## config.mk

```make
export PLATFORM = sky130hd
export DESIGN_NAME = gpio_edge_port
export DESIGN_NICKNAME = d
export VERILOG_FILES = /design/src/rtl/gpio_port_pkg.sv /design/src/rtl/gpio_in_sync.sv /design/src/rtl/gpio_irq_ctrl.sv /design/src/rtl/gpio_pin_regs.sv /design/src/rtl/gpio_edge_port.sv
export SDC_FILE = /design/constraint.sdc
export NUM_CORES = 1
export LEC_CHECK = 0
export ABC_CLOCK_PERIOD_IN_PS = 4900
export BUFFER_PORTS_ARGS = -buffer_cell sky130_fd_sc_hd__buf_2
export CAP_MARGIN = 40
export CORE_MARGIN = 2
export CORE_UTILIZATION = 45
export DETAILED_ROUTE_END_ITERATION = 10
export GPL_TIMING_DRIVEN = 0
export PLACE_DENSITY = 0.65
export SYNTH_ARGS = -nofsm -noshare
export SYNTH_HDL_FRONTEND = slang
export SYNTH_SLANG_ARGS = --single-unit
```

## constraint.sdc

```tcl
create_clock -name clk -period 4.9 [get_ports clk]
set_input_delay 0.98 -clock clk [delete_from_list [all_inputs] [get_ports clk]]
set_output_delay 0.98 -clock clk [all_outputs]
set_load 0.005 [all_outputs]
```

## src/rtl/gpio_port_pkg.sv

```systemverilog
// Package: register offsets and the register-select type shared by the
// GPIO port. Assumes a byte-addressed bus with word-aligned registers.
package gpio_port_pkg;

    localparam int unsigned OFF_DIR  = 'h00;
    localparam int unsigned OFF_OD   = 'h04;
    localparam int unsigned OFF_DATA = 'h08;
    localparam int unsigned OFF_PEND = 'h0C;
    localparam int unsigned OFF_MASK = 'h10;
    localparam int unsigned OFF_EDGE = 'h14;

    typedef enum logic [2:0] {
        SEL_DIR,
        SEL_OD,
        SEL_DATA,
        SEL_PEND,
        SEL_MASK,
        SEL_EDGE,
        SEL_NONE
    } reg_sel_e;

endpackage

```

## src/rtl/gpio_in_sync.sv

```systemverilog
// Module: gpio_in_sync
// Brings each asynchronous pad input into the clock domain through two
// flops. A third flop holds the previous sample, so rising and falling
// edges can be flagged for one cycle. Assumes pads may change at any time.
module gpio_in_sync #(
    parameter int unsigned W = 32
) (
    input  logic         clk,
    input  logic         rst_n,
    input  logic [W-1:0] pad_async,
    output logic [W-1:0] level,
    output logic [W-1:0] rise,
    output logic [W-1:0] fall
);

    for (genvar i = 0; i < W; i++) begin : g_line
        logic meta_q;
        logic stable_q;
        logic prev_q;

        // Purpose: two-stage synchronizer followed by the previous-sample flop.
        always_ff @(posedge clk) begin
            if (!rst_n) begin
                meta_q   <= 1'b0;
                stable_q <= 1'b0;
                prev_q   <= 1'b0;
            end else begin
                meta_q   <= pad_async[i];
                stable_q <= meta_q;
                prev_q   <= stable_q;
            end
        end

        assign level[i] = stable_q;
        assign rise[i]  = stable_q & ~prev_q;
        assign fall[i]  = ~stable_q & prev_q;
    end

endmodule

```

## src/rtl/gpio_irq_ctrl.sv

```systemverilog
// Module: gpio_irq_ctrl
// Holds the pending, mask and edge-select registers, and forms the
// combined interrupt request. Pending bits are write-one-to-clear, and a
// new edge event beats a clear of the same bit. Works in register-bit order.
module gpio_irq_ctrl #(
    parameter int unsigned W = 32
) (
    input  logic         clk,
    input  logic         rst_n,
    input  logic         wr_pend,
    input  logic         wr_mask,
    input  logic         wr_edge,
    input  logic [W-1:0] wdata,
    input  logic [W-1:0] rise,
    input  logic [W-1:0] fall,
    input  logic [W-1:0] level,
    output logic [W-1:0] pending,
    output logic [W-1:0] mask,
    output logic [W-1:0] edge_sel,
    output logic         irq
);

    logic [W-1:0] evt;
    logic [W-1:0] clr;

    // Purpose: qualify the detected edges with each line's edge mode.
    always_comb begin
        evt = fall | (rise & ~edge_sel);
        clr = wr_pend ? wdata : '0;
    end

    // Purpose: the mask and edge-select configuration registers.
    always_ff @(posedge clk) begin
        if (!rst_n) begin
            mask     <= '0;
            edge_sel <= '0;
        end else begin
            if (wr_mask) mask     <= wdata;
            if (wr_edge) edge_sel <= wdata;
        end
    end

    // Purpose: pending flags; a set from an event takes priority over a clear.
    always_ff @(posedge clk) begin
        if (!rst_n) pending <= '0;
        else        pending <= (pending & ~clr) | evt;
    end

    assign irq = |(pending & mask);

    // a written one clears the bit unless an event hit it too
    a_r8_w1c_clears: assert property (@(posedge clk) disable iff (!rst_n)
        wr_pend |=> ((pending & $past(wdata & ~evt)) == '0));

    // any event leaves its flag set on the next cycle
    a_r10_event_wins: assert property (@(posedge clk) disable iff (!rst_n)
        1'b1 |=> ((pending & $past(evt)) == $past(evt)));

    // a flag never rises without an event behind it
    a_r6_no_spurious_set: assert property (@(posedge clk) disable iff (!rst_n)
        1'b1 |=> ((pending & ~$past(pending) & ~$past(evt)) == '0));

    // in falling-only mode an event only occurs with the line now low
    a_r7_fall_only: assert property (@(posedge clk) disable iff (!rst_n)
        ((evt & edge_sel & level) == '0));

    // the request needs at least one enabled line
    a_r9_irq_needs_mask: assert property (@(posedge clk) disable iff (!rst_n)
        irq |-> (mask != '0));

endmodule

```

## src/rtl/gpio_pin_regs.sv

```systemverilog
// Module: gpio_pin_regs
// Holds the direction, open-drain and output data-latch registers, builds
// the pad drive, and forms the data-register read view: the synchronized
// level for input lines and the latch for output lines. Works in
// register-bit order.
module gpio_pin_regs #(
    parameter int unsigned W = 32
) (
    input  logic         clk,
    input  logic         rst_n,
    input  logic         wr_dir,
    input  logic         wr_od,
    input  logic         wr_data,
    input  logic [W-1:0] wdata,
    input  logic [W-1:0] level,
    output logic [W-1:0] dir,
    output logic [W-1:0] od,
    output logic [W-1:0] latch,
    output logic [W-1:0] data_view,
    output logic [W-1:0] drv_out,
    output logic [W-1:0] drv_oe
);

    // Purpose: the configuration and output-latch registers.
    always_ff @(posedge clk) begin
        if (!rst_n) begin
            dir   <= '0;
            od    <= '0;
            latch <= '0;
        end else begin
            if (wr_dir)  dir   <= wdata;
            if (wr_od)   od    <= wdata;
            if (wr_data) latch <= wdata;
        end
    end

    // Purpose: pad drive (open-drain releases on a one) and readback view.
    always_comb begin
        drv_oe    = dir & ~(od & latch);
        drv_out   = latch & ~od;
        data_view = (level & ~dir) | (latch & dir);
    end

    // only output lines may enable their pad driver
    a_r2_oe_only_outputs: assert property (@(posedge clk) disable iff (!rst_n)
        ((drv_oe & ~dir) == '0));

    // an open-drain line never actively drives high
    a_r4_od_never_high: assert property (@(posedge clk) disable iff (!rst_n)
        ((drv_oe & od & drv_out) == '0));

endmodule

```

## src/rtl/gpio_edge_port.sv

```systemverilog
// Module: gpio_edge_port
// Top of the GPIO port. Decodes the single-cycle register bus, maps pad
// vectors (indexed by line) onto register bit order (line n at bit
// NUM_LINES-1-n), and drives the combined interrupt request. Assumes reads
// and writes never overlap in one cycle.
module gpio_edge_port
    import gpio_port_pkg::*;
#(
    parameter int unsigned NUM_LINES = 32,
    parameter int unsigned ADDR_W    = 5
) (
    input  logic                 clk,
    input  logic                 rst_n,
    input  logic [ADDR_W-1:0]    bus_addr,
    input  logic                 bus_wr,
    input  logic                 bus_rd,
    input  logic [NUM_LINES-1:0] bus_wdata,
    output logic [NUM_LINES-1:0] bus_rdata,
    input  logic [NUM_LINES-1:0] pin_in,
    output logic [NUM_LINES-1:0] pin_out,
    output logic [NUM_LINES-1:0] pin_oe,
    output logic                 irq_out
);

    localparam int unsigned W = NUM_LINES;

    reg_sel_e     sel;
    logic [W-1:0] in_rb, out_rb, oe_rb;
    logic [W-1:0] level, rise, fall;
    logic [W-1:0] dir, od, latch, data_view;
    logic [W-1:0] pending, mask, edge_sel;

    // Purpose: map the byte address onto a register select.
    always_comb begin
        unique case (bus_addr)
            ADDR_W'(OFF_DIR):  sel = SEL_DIR;
            ADDR_W'(OFF_OD):   sel = SEL_OD;
            ADDR_W'(OFF_DATA): sel = SEL_DATA;
            ADDR_W'(OFF_PEND): sel = SEL_PEND;
            ADDR_W'(OFF_MASK): sel = SEL_MASK;
            ADDR_W'(OFF_EDGE): sel = SEL_EDGE;
            default:           sel = SEL_NONE;
        endcase
    end

    // Line n sits at register bit W-1-n.
    for (genvar n = 0; n < W; n++) begin : g_map
        assign in_rb[W-1-n] = pin_in[n];
        assign pin_out[n]   = out_rb[W-1-n];
        assign pin_oe[n]    = oe_rb[W-1-n];
    end

    gpio_in_sync #(.W(W)) u_sync (
        .clk       (clk),
        .rst_n     (rst_n),
        .pad_async (in_rb),
        .level     (level),
        .rise      (rise),
        .fall      (fall)
    );

    gpio_pin_regs #(.W(W)) u_pins (
        .clk       (clk),
        .rst_n     (rst_n),
        .wr_dir    (bus_wr && sel == SEL_DIR),
        .wr_od     (bus_wr && sel == SEL_OD),
        .wr_data   (bus_wr && sel == SEL_DATA),
        .wdata     (bus_wdata),
        .level     (level),
        .dir       (dir),
        .od        (od),
        .latch     (latch),
        .data_view (data_view),
        .drv_out   (out_rb),
        .drv_oe    (oe_rb)
    );

    gpio_irq_ctrl #(.W(W)) u_irq (
        .clk      (clk),
        .rst_n    (rst_n),
        .wr_pend  (bus_wr && sel == SEL_PEND),
        .wr_mask  (bus_wr && sel == SEL_MASK),
        .wr_edge  (bus_wr && sel == SEL_EDGE),
        .wdata    (bus_wdata),
        .rise     (rise),
        .fall     (fall),
        .level    (level),
        .pending  (pending),
        .mask     (mask),
        .edge_sel (edge_sel),
        .irq      (irq_out)
    );

    // Purpose: combinational read mux, gated by the read strobe.
    always_comb begin
        bus_rdata = '0;
        if (bus_rd) begin
            unique case (sel)
                SEL_DIR:  bus_rdata = dir;
                SEL_OD:   bus_rdata = od;
                SEL_DATA: bus_rdata = data_view;
                SEL_PEND: bus_rdata = pending;
                SEL_MASK: bus_rdata = mask;
                SEL_EDGE: bus_rdata = edge_sel;
                default:  bus_rdata = '0;
            endcase
        end
    end

    // nothing is driven or requested in the cycle after reset
    a_r1_quiet_after_reset: assert property (@(posedge clk)
        !rst_n |=> (pin_oe == '0 && !irq_out));

endmodule

```

## Yosys cells after proc, flatten, opt, wreduce, memory -nomap -nowiden

Index checks and enable logic that the tools add are counted.

| storage, ports and cells | value |
|---|---|
| flip-flop bits (word level) | 288 |
| bits in latches | 0 |
| memory bits (writable) | 0 |
| bits in read-only memories | 0 |
| input port bits | 73 |
| word-level logic and storage cells | 269 |
| memories | 0 |

| operators by class | value |
|---|---|
| add/sub/neg operators | 0 |
| multiply operators | 0 |
| divide/modulo/power cells | 0 |
| order comparisons | 0 |
| equal/unequal tests | 10 |
| shifts and indexed selects | 0 |
| multiplexer cells | 4 |
| bitwise operators | 144 |
| reductions and logical operators | 9 |

Operator list:

| kind | number |
|---|---|
| 32-bit AND | 8 |
| 32-bit case mux with 6 select lines | 1 |
| 32-bit inverter | 5 |
| 32-bit OR | 3 |
| 1-bit AND | 64 |
| 32-bit two-way mux | 2 |
| 1-bit inverter | 64 |
| 32-bit OR reduction | 1 |
| 3-bit case mux with 6 select lines | 1 |
| 5-bit by 4-bit == test with 1-bit output (second input constant) | 2 |
| 5-bit == test (second input constant) | 2 |
| 3-bit by 2-bit == test with 1-bit output (second input constant) | 2 |
| 3-bit == test (second input constant) | 2 |
| 1-bit logical AND | 6 |
| 5-bit by 3-bit == test with 1-bit output (second input constant) | 1 |
| 5-bit logical NOT | 1 |
| 3-bit by 1-bit == test with 1-bit output (second input constant) | 1 |
| 3-bit logical NOT | 1 |

## Longest topological paths before layout

Gate-level depths: netlist of the first run.

| logic depth | value |
|---|---|
| depth after elaboration | 8 |
| depth in mapped cells | 11 |
| mapped depth without buffers | 7 |

## Hierarchy

Synthesis of the first run repeated with hierarchy kept, for this count alone.

| unflattened totals | value |
|---|---|
| cell total of the unflattened synthesis | 1381 |
| area total of the unflattened synthesis | 14316.2 um2 |

Modules (own cells, without submodules):

| module | times used | cells an instance | area each (um2) | seq. area each (um2) |
|---|---|---|---|---|
| gpio_pin_regs | 1 | 406 | 4551.9 | 1921.8 |
| gpio_irq_ctrl | 1 | 394 | 3947.5 | 1921.8 |
| gpio_in_sync | 1 | 298 | 3244.4 | 1921.8 |
| gpio_edge_port | 1 | 283 | 2572.5 | 0.0 |

## Worst setup path after synthesis of the first run

OpenSTA, ideal clock, no wires.

| timing | value |
|---|---|
| path kind | in2out |
| start point | input bus_addr[3] |
| end point | output bus_rdata[10] |
| data arrival time | 3.292 ns |
| path slack | 0.628 ns |
| stages | 10 |
| buffers on the path | 4 |
| cells stage by stage | or4b_1 buf_2 ha_1 buf_2 or3b_1 clkbuf_1 nor2_1 clkbuf_1 a32oi_1 a31oi_1 |

| on the way | value |
|---|---|
| word-level cells in the longest chain between the ends | 5 |
| elaborated cells between the ends (all ways) | 15 |

RTL lines:

| item | RTL line | source |
|---|---|---|
| from (decl) | gpio_edge_port.sv:14 | `input logic [ADDR_W-1:0] bus_addr,` |
| 5-bit == test, or another cell as far along | gpio_edge_port.sv:35 | `unique case (bus_addr)` |
| 3-bit case mux with 6 select lines (*) | gpio_edge_port.sv:35 |  |
| 3-bit == test, or another cell as far along | gpio_edge_port.sv:98 | `unique case (sel)` |
| 32-bit case mux with 6 select lines (*) | gpio_edge_port.sv:98 |  |
| 32-bit two-way mux (*) | gpio_edge_port.sv:97 | `if (bus_rd) begin` |
| to (decl) | gpio_edge_port.sv:18 | `output logic [NUM_LINES-1:0] bus_rdata,` |

Mark *: on every way between the ends. The rest lies on a longest branch, timed or not.

## Worst setup path after layout of the first run

| timing | value |
|---|---|
| start point | input bus_addr[3] |
| end point | output bus_rdata[24] |

The elaborated chain is that of the path after synthesis.

==> run metrics, run 1 <==
status complete, no violations; clock tree root buffer cell clkbuf_16; die width ~170 µm; Synth Area in XOR/XNOR 0%; worst r2r src u_sync.g_line[10].stable_q; Max-Cap Viols 0; Yosys top cell area share 47.49%; Critical Path Start Type input pin; ys async rst share 0%; Max clock buf depth 3; critical path cell sequence buf_2 > or4b_1 > buf_2 > ha_1 > buf_2 > nor3_1 > clkbuf_2 > a32oi_1 > a31oi_1 > buf_2; Seq/Total Area, Yosys 47.49%; RePlAce Congestion 0.9567; clock power share between 40% and 50%; maximum level of the CTS H-tree 1; count of pins over their slew limit 0; syn_nets about 1500; critical path required time ~3.9 ns; DRC errors left 0; PnR worst setup slack about 0.048 ns; Final HPWL DP 29360 µm; flop2flop setup slack ~3.9 ns; Die Area 0.02831 mm²; Synth area leaders dfxtp_1 (47%), nand2_1 (8.0%), a21oi_1 (7.9%); row count 60; post-synth cell types 35; Yosys warning count 0; crit path max-delay cell type nor3_1; CTS sink cnt between 200 and 300; Post-synth EDFFs 0; synthesized cell area roughly 0.012 mm²; biggest cell delay along the critical path ~0.7 ns; fin crit share about 99%; Compound-Gate Fraction of Synth Area a little over a fifth; drt pass-1 iters 5; critical path class in2out; top-level I/O count 170; Critical path buffers and inverters 5; Sequential Power Share 47.5%; CP arrival around 3.9 ns; switching part of the total a little under a quarter; CTS clk-pin slew, worst paths around 0.060 ns; cell-internal power 3.961 mW; Port Buffers roughly 170; # nets final about 1700; Worst-Margin Slew between 0.8 and 0.9 ns; Adder-Cell Fraction of Synth Area less than 1%; final core area utilization a little over half; number of synthesized register bits approximately 290; CTS tree done; layout cells sized above 1 18.81%; crit end category output pin; main combinational cell family by area after synthesis compound AO/OA/AOI/OAI gates; initial antenna violation count 4; drt initial violations approximately 1000; top_reg_cell synth dfxtp_1; max_slew headroom a little over two fifths; Clock Skew between 0.007 and 0.008 ns; Core ar. roughly 0.027 mm²; Logic pwr share about 5.8%; Placed Cells ~2000; GRT overflow 0; mux cell area share after synthesis between 5 and 6%; post-DR wirelength/cell between 20 and 25 µm; gr usage total between 20% and 30%; Synth Instances 1471; final setup violating endpoints 0; critical path's top delay family simple AND/OR/NAND/NOR gates; # hold bufs at CTS 0; min-delay worst type reg2reg; WL final roughly 42000 µm; number of CTS-inserted buffers 31; largest net degree at the start of global routing 16; Period minus WS final 4.852 ns; Layout area overhead 19.51%; Synth Area in Simple Gates 18.94%; total number of vias 11581; worst-case vdd ir drop approximately 0.28 mV; Mean Syn Cell Area roughly 8.3 µm²; fmax roughly 200 MHz; CP startpoint bus_addr[3]; pre-CTS setup slack -0.4201 ns; total leakage power 5.394 nW; post-route ant nets 0; drt via density roughly 5.7; die span in y 168.3 µm; Pwr Density 355.8 mW/mm²; Yosys top cell by area dfxtp_1; Starting Density between 40% and 50%; first-pass GRT wire length roughly 63000 µm; Final Hold Vio Count 0; Hold WS ~0.43 ns; Final Non-Filler Cells 2039; CP most frequent cell buf_2; vias in the first global route 10946; Max Fanout on Critical Path 10; Hold Startpoint u_sync.g_line[7].meta_q; worst skew pair latency ~0.56 ns; P_sw 1.201 mW
-- state kept, by name, indices dropped and copies added (netlist names) --
name and flops:
u_irq.edge_sel 32, u_pins.od 32, u_pins.dir 32, u_sync.g_line.prev_q 32, u_irq.pending 32, u_irq.mask 32
u_pins.latch 32, u_sync.g_line.stable_q 32, u_sync.g_line.meta_q 32
-- cell families (layout without fill, tap and decap cells) --
| group | Yosys count | after routing |
|---|---|---|
| AOI/OAI and AO/OA | 436 | 436 |
| muxes | 64 | 64 |
| buffers and inverters | 177 | 402 |
| other | 0 | 2 |
| DFF | 288 | 288 |
| adders and majority gates | 1 | 1 |
| and+or+nand+nor | 505 | 505 |
-- per-layer routing --
layer | track usage (%) | wire (µm) | vias up
li1 | - | - | 5467
met1 | 38.90 | 17850 | 5456
met2 | 44.68 | 18400 | 561
met3 | 6.982 | 4204 | 95
met4 | 11.69 | 1604 | 2
met5 | 0 | 13 | -
-- power groups by stage --
stage | combinational [mW] | clock (mW) | sequential (mW)
2_1_floorplan | 0.161 | 0 | 2.48
3_3_place_gp | 0.288 | 0 | 2.50
3_5_place_dp | 0.293 | 0 | 2.50
4_1_cts | 0.295 | 2.43 | 2.45
5_1_grt | 0.324 | 2.52 | 2.46
6_report | 0.301 | 2.41 | 2.45
-- cell type report --
| class | instances | area [µm²] |
|---|---|---|
| antenna | 2 | 5.005 |
| buffer | 109 | 471.7 |
| clock buffer | 45 | 918.4 |
| clock inverter | 12 | 141.4 |
| fill | 2522 | 12220 |
| inverter | 67 | 251.5 |
| multi-input combinational | 1006 | 5677 |
| sequential | 288 | 5766 |
| tap | 341 | 426.7 |
| timing repair buffer | 169 | 852.1 |
-- cells in the final DEF (no fill, tap or decap), types with 2 or more instances in the layout --
| master | netlist | layout |
|---|---|---|
| clkbuf_1 | 91 | 84 |
| a21boi_0 | 23 | 23 |
| dfxtp_1 | 288 | 288 |
| nand3_1 | 33 | 33 |
| a22oi_1 | 48 | 48 |
| mux2_2 | 64 | 64 |
| diode_2 | 0 | 2 |
| or3_1 | 2 | 2 |
| o21a_1 | 32 | 32 |
| buf_4 | 0 | 2 |
| a32oi_1 | 32 | 32 |
| a21boi_1 | 9 | 9 |
| or4b_1 | 2 | 2 |
| clkbuf_8 | 0 | 9 |
| nand2_1 | 258 | 258 |
| inv_1 | 66 | 66 |
| clkbuf_2 | 0 | 6 |
| buf_2 | 15 | 185 |
| bufinv_16 | 0 | 3 |
| and2_1 | 97 | 97 |
| clkinv_2 | 0 | 7 |
| nor4_2 | 2 | 2 |
| nand4_1 | 4 | 4 |
| or4_1 | 2 | 2 |
| buf_6 | 3 | 4 |
| a21oi_1 | 192 | 192 |
| a31oi_1 | 32 | 32 |
| nor3_1 | 35 | 35 |
| o21ai_0 | 64 | 64 |
| nor2_1 | 66 | 65 |
| clkbuf_16 | 0 | 31 |
-- cell usage after synthesis (all sizes together), types with 2 or more instances --
library cell,count
a31oi,32
nor2,66
clkbuf,91
dfxtp,288
o21a,32
o21ai,64
nand2,258
and2,97
nor4,2
or4b,2
nand3,33
nand4,4
a21boi,32
a21oi,192
or3,2
a32oi,32
or4,2
mux2,64
nor4b,2
nor3,35
a22oi,48
buf,19
inv,67
-- path summary, 6_finish.rpt --
kind	endpoint	cells after the start
worst max-delay path	bus_rdata[24]	10
worst min-delay path	u_sync.g_line[7].stable_q	1
worst max register to register	u_irq.pending[10]	2
worst min register to register	u_sync.g_line[7].stable_q	1
-- what timing repair did --
item	CTS	global route
endpoints found under the setup margin	30	30
resized for setup	8	19
pin swaps	0	1
buffers inserted	0	0
-- metrics by stage --
stage	power, mW	TNS, ns	instance area (µm²)
after floorplan	2.639	0	12140
after global placement	2.789	-9.355	13410
after detailed placement	2.795	-10.40	13420
after CTS	5.177	0	14490
after global routing	5.305	-0.01253	14500
final	5.162	0	14510
-- worst reg2reg max path, cell delays in order (launching register included) --
cell and delay (ns):
dfxtp_1 0.42, mux2_2 0.36, o21a_1 0.16
(Power assumes the default switching activity.)
==> inputs of run 2 (changes only) <==
--- a/config.mk
+++ b/config.mk
@@ -12,7 +12,8 @@
 export CORE_UTILIZATION = 45
 export DETAILED_ROUTE_END_ITERATION = 10
 export GPL_TIMING_DRIVEN = 0
-export PLACE_DENSITY = 0.65
+export RECOVER_POWER = 50
 export SYNTH_ARGS = -nofsm -noshare
 export SYNTH_HDL_FRONTEND = slang
+export SYNTH_HIERARCHICAL = 1
 export SYNTH_SLANG_ARGS = --single-unit
==> run 2 against run 1 <==
Effect of this change:
- area after synthesis up 18%
- register-to-register slack better by 0.03 ns
- sequential cell count unchanged
- via count down 6.8%
- final cell count down 1.0%
- count of clock-buffer cells in the layout up 4
- core utilization down 1.2 points
- critical path type unchanged
- largest power group is now clock
==> run metrics, run 2 <==
top post-synthesis cells by count nor2b_1 (289), dfxtp_1 (288), mux2i_1 (160); WL final 42180 µm (+0.24%); Starting Density 45.49% (+0.060 points); top_reg_cell synth dfxtp_1; CTS sink cnt 288 (unchanged); final setup violating endpoints 0 (unchanged); worst skew pair latency 0.51 ns (-0.05 ns); drt via density 5.347 (-5.9%); Seq/Total Area, Yosys 40.27% (-7.2 points); clock tree root buffer cell clkbuf_16; most common cell in the synthesized netlist nor2b_1; Hold WS 0.4311 ns (-0.0001010 ns); DRC errors left 0 (unchanged); CTS tree done; Yosys warning count 6 (+6); count of pins over their slew limit 0 (unchanged); GRT overflow 0 (unchanged); drt pass-1 iters 5 (unchanged); register area 0.005766 mm² (unchanged); Critical Path Start Type input pin; ys async rst share 0% (unchanged); Worst-Margin Slew 1.205 ns (+0.3535 ns); post-route ant nets 0 (unchanged); min-delay worst type reg2reg; Port Buffers 167 (-0.60%); gr usage total 25.02% (-3.9 points); # hold bufs at CTS 0 (unchanged); pre-CTS setup slack -0.4043 ns (+0.01575 ns); CP arrival 3.72 ns (-0.15 ns); number of CTS-inserted buffers 35 (+13%); die width 182.4 µm (+8.4%); total leakage power 6.041 nW (+12%); Design Area, Final 0.01672 mm² (+15%); Final HPWL DP 30150 µm (+2.7%); critical path class in2out; Period minus WS final 4.703 ns (-0.1490 ns); die span in y 182.4 µm (+8.4%); Layout area overhead 16.81%; final core area utilization 53.13% (-1.2 points); Pwr Density 330.9 mW/mm² (-7.0%); Synth area leaders dfxtp_1 (40%), nor2b_1 (13%), mux2i_1 (11%); Hold Path Depth 1 (unchanged); Core ar. 0.03147 mm² (+18%); Final Non-Filler Cells 2018 (-1.0%); status complete, no violations; crit end category output pin; fmax 212.6 MHz (+3.2%); max_slew headroom 19.67% (-23 points); Post-synth EDFFs 0 (unchanged); syn_nets 1455 (-5.8%); PnR worst setup slack 0.1968 ns (+0.1490 ns); # nets final 1664 (-4.7%); layout cells sized above 1 26.70% (+7.9 points); worst-case vdd ir drop 0.2710 mV (-4.7%); Worst R2R Path Depth 3 (+1); total number of vias 10790 (-6.8%); Max Fanout on Critical Path 10 (unchanged); RePlAce Congestion 0.8366 (-13%); Hold Startpoint u_sync/g_line[9].meta_q; largest net degree at the start of global routing 19 (+3); Final Hold Vio Count 0 (unchanged); Die Area 0.03326 mm² (+17%); drt initial violations 708 (-30%); placed cell area 0.01567 mm² (+17%); critical path required time 3.92 ns (about the same); worst r2r src u_sync/g_line[28].stable_q; Placed Cells 1951 (-1.5%); # fillers 2972 (+18%); row count 65 (+8.3%); reg-to-reg critical path endpoint u_irq/pending[28]; flop2flop setup slack 3.90 ns (+0.03 ns); initial antenna violation count 2 (-2); Yosys top cell area share 40.27% (-7.2 points); CTS clk-pin slew, worst paths 0.06 ns (about the same); commonest non-fill, non-tap cell in the layout nor2b_1; top-level I/O count 170 (unchanged); RSZ-0062 raised after global routing no; Multi-input gate area 0.007490 mm² (+32%); synthesized cell area 0.01432 mm² (+18%); maximum level of the CTS H-tree 2 (+1); Max clock buf depth 3 (unchanged); first-pass GRT wire length 63700 µm (+0.40%); Worst Hold Endpoint u_sync/g_line[9].stable_q; vias in the first global route 10437 (-4.7%); post-DR wirelength/cell 20.90 µm (+1.3%); Max-Cap Viols 0 (unchanged); Yosys top cell by area dfxtp_1; post-synth cell types 32 (-8.6%); fin crit share 95.98% (-3.0 points); number of synthesized register bits 288 (unchanged); Mean Syn Cell Area 10.37 µm² (+26%); leading cell types in the layout, fill and taps excluded nor2b_1 (289), dfxtp_1 (288), mux2i_1 (160); Synth Instances 1381 (-6.1%); Clock Skew 0.01910 ns (+0.01197 ns)
run 2: cell families (layout without fill, tap and decap cells):
family / Yosys count / count (layout) / share of synthesized area (%)
AO/OA/AOI/OAI: 147 / 147 / 10.08
buffers and inverters: 163 / 396 / 7.411
multiplexers: 288 / 288 / 21.26
AND/OR/NAND/NOR: 494 / 494 / 20.90
other: 0 / 2 / 0
flip-flops: 288 / 288 / 40.27
adder cells (fa/ha/maj): 1 / 1 / 0.08738
run 2: how the worst max path moves through the flow:
stage,to,start
CTS,bus_rdata[31],bus_addr[3]
detailed placement,bus_rdata[31],bus_addr[1]
floorplan,bus_rdata[10],bus_addr[1]
finish,bus_rdata[0],bus_addr[1]
global placement,bus_rdata[31],bus_addr[1]
global route,bus_rdata[0],bus_addr[1]
run 2: power breakdown:
group	switching (mW)	internal [mW]
logic	0.222	0.185
clock network	1.02	1.65
registers	0.0571	2.40
run 2: cell type report:
type	count	area share (%)
antenna	2	0.02993
sequential	288	34.48
clock buffer	49	6.030
inverter	37	0.8305
multi-input combinational	930	44.79
tap	402	3.008
timing repair buffer	172	4.908
clock inverter	12	1.018
buffer	126	4.915
run 2: per-layer routing:
layer  vias to the layer above  track usage, %  part of all wire [%]
li1                       5211               -                     -
met3                        80           4.011                   5.8
met5                         -               0                     0
met4                         0           7.452                   2.9
met2                       319           38.79                    44
met1                      5180           35.80                    48
run 2: repair_timing:
item / CTS / global route
setup endpoints to repair: 32 / 23
pin swaps: 2 / 1
gates resized for setup: 5 / 2
buffers inserted: 2 / 2
run 2: critical path, stage by stage:
cell	delay [ns]
buf_2	0.15
nor4b_4	0.27
buf_4	0.20
buf_2	0.25
inv_1	0.07
ha_1	0.18
inv_1	0.11
clkbuf_2	0.30
buf_2	0.34
nand3_1	0.11
a311oi_1	0.53
buf_2	0.21
run 2: metrics by stage:
stage / power (mW) / setup TNS, ns
after floorplan: 2.744 / 0
after global placement: 2.915 / -8.626
after detailed placement: 2.920 / -7.792
after CTS: 5.591 / 0
after global routing: 5.722 / 0
final: 5.533 / 0
==> inputs of run 3 (changes only) <==
--- a/config.mk
+++ b/config.mk
@@ -12,7 +12,7 @@
 export CORE_UTILIZATION = 45
 export DETAILED_ROUTE_END_ITERATION = 10
 export GPL_TIMING_DRIVEN = 0
-export RECOVER_POWER = 50
+export RECOVER_POWER = 25
 export SYNTH_ARGS = -nofsm -noshare
 export SYNTH_HDL_FRONTEND = slang
 export SYNTH_HIERARCHICAL = 1
==> run 3 against run 2 <==
Effect of this change:
- highest routed layer unchanged
- worst setup slack lost 0.0049 ns
- routed wire length grew 0.20%
- non-clock buffer count is the same
- critical path type unchanged
- via count grew 0.18%
- clock power is essentially flat
- die area is the same
==> run metrics, run 3 (synthesis results as in run 2) <==
count of pins over their slew limit 0 (unchanged); row count 65 (unchanged); gr usage total 25.02% (unchanged); critical path required time 3.92 ns (about the same); fin crit share 96.08% (+0.10 points); CP most frequent cell buf_2; clock tree root buffer cell clkbuf_16; initial antenna violation count 2 (unchanged); largest net degree at the start of global routing 19 (unchanged); drt initial violations 693 (-2.1%); leading cell types in the layout, fill and taps excluded nor2b_1 (289), dfxtp_1 (288), buf_2 (194); Final Non-Filler Cells 2018 (unchanged); Layout area overhead 17.68%; status complete, no violations; first-pass GRT wire length 63700 µm (unchanged); Period minus WS final 4.708 ns (+0.004898 ns); drt via density 5.356 (+0.18%); wl on met1 20220 µm (+0.69%); crit end category output pin; DRC errors left 0 (unchanged); met3 WL post-DR 2402 µm (-2.5%); CTS sink cnt 288 (unchanged); die width 182.4 µm (unchanged); post-route ant nets 0 (unchanged); RePlAce Congestion 0.8366 (unchanged); Clock Skew 0.01504 ns (-0.004060 ns); Max-Cap Viols 0 (unchanged); Final HPWL DP 30150 µm (unchanged); top-level I/O count 170 (unchanged); Die Area 0.03326 mm² (unchanged); CTS tree done; total leakage power 6.296 nW (+4.2%); overall power 5.532 mW (about the same); GRT overflow 0 (unchanged); die span in y 182.4 µm (unchanged); RSZ-0062 raised after global routing no; post-DR wirelength/cell 20.94 µm (+0.20%); number of CTS-inserted buffers 35 (unchanged); total number of vias 10809 (+0.18%); critical path class in2out; met2 WL 18560 µm (+0.75%); drt pass-1 iters 5 (unchanged); biggest cell delay along the critical path 0.53 ns (about the same); worst-case vdd ir drop 0.2713 mV (about the same); Final Hold Vio Count 0 (unchanged); min-delay worst type reg2reg; Critical Path Start Type input pin; commonest non-fill, non-tap cell in the layout nor2b_1; Starting Density 45.49% (unchanged); Worst-Margin Slew 0.8641 ns (-0.3408 ns); layout cells sized above 1 29.99% (+3.3 points); CTS clk-pin slew, worst paths 0.06 ns (about the same); fmax 212.4 MHz (-0.10%); Worst R2R Path Depth 3 (unchanged); Max clock buf depth 3 (unchanged); final setup violating endpoints 0 (unchanged); Placed Cells 1951 (unchanged); worst skew pair latency 0.51 ns (about the same); vias in the first global route 10437 (unchanged); Pwr Density 328.3 mW/mm² (-0.76%); crit path max-delay cell type a311oi_1; Port Buffers 167 (unchanged); maximum level of the CTS H-tree 2 (unchanged); Hold Path Depth 1 (unchanged); critical path cell sequence buf_2 > nor4b_4 > buf_4 > buf_2 > inv_1 > ha_1 > inv_1 > clkbuf_2 > buf_2 > nand3_1 > a311oi_1 > buf_2; WL final 42260 µm (+0.20%); Post-Route Setup TNS 0 ns (unchanged); CP arrival 3.73 ns (about the same); Max Fanout on Critical Path 10 (unchanged); max_slew headroom 42.39% (+23 points); top layer in use met4; final core area utilization 53.53% (+0.39 points); Core ar. 0.03147 mm² (unchanged); # nets final 1664 (unchanged)
## run 3: report_power, final
group | leakage, nW | switching (mW) | internal [mW]
combinational | 3.37 | 0.222 | 0.188
sequential | 2.34 | 0.0577 | 2.40
clock | 0.581 | 1.01 | 1.65
## run 3: repair_timing
action / CTS / global route
buffers inserted: 2 / 2
pin swaps: 2 / 1
hold buffers: 0 / 0
setup endpoints to repair: 32 / 23
resized for setup: 5 / 2
cloned: 0 / 0
## run 3: critical path, delay by kind of cell
kind | cells | cell delay, ns
buffers and inverters | 8 | 1.62
AOI/OAI and AO/OA | 1 | 0.53
and+or+nand+nor | 2 | 0.38
adders and majority gates | 1 | 0.18
## run 3: per-stage QoR
step / setup slack (ns) / hold slack, ns / instance area [µm²]
final: 0.1919 / 0.4310 / 16850
after floorplan: 1.048 / 0.4119 / 14320
after CTS: 0.002488 / 0.4304 / 16870
after detailed placement: -0.4043 / 0.4169 / 15670
after global placement: -0.4703 / 0.4146 / 15660
after global routing: 0.05050 / 0.4404 / 16840
## run 3: area by class of cell
cell class | count | area [µm²]
Antenna cell | 2 | 5.005
Clock inverter | 12 | 170.2
Buffer | 126 | 885.9
Fill cell | 2947 | 14630
Timing Repair Buffer | 172 | 880.8
Clock buffer | 49 | 1008
Inverter | 37 | 138.9
Multi-Input combinational cell | 930 | 7490
Sequential cell | 288 | 5766
Tap cell | 402 | 503.0
## run 3: worst paths after layout
path              slack, ns                       start                          to
setup / recovery       0.19                 bus_addr[1]                bus_rdata[0]
hold / removal         0.43    u_sync/g_line[26].meta_q  u_sync/g_line[26].stable_q
setup reg to reg       3.89  u_sync/g_line[28].stable_q           u_irq/pending[28]
hold reg to reg        0.43    u_sync/g_line[26].meta_q  u_sync/g_line[26].stable_q
## run 3: routing by layer
metal | up-vias | global-route usage, %
met5 | - | 0
met4 | 0 | 7.452
met3 | 65 | 4.011
met2 | 321 | 38.79
met1 | 5204 | 35.80
li1 | 5219 | -
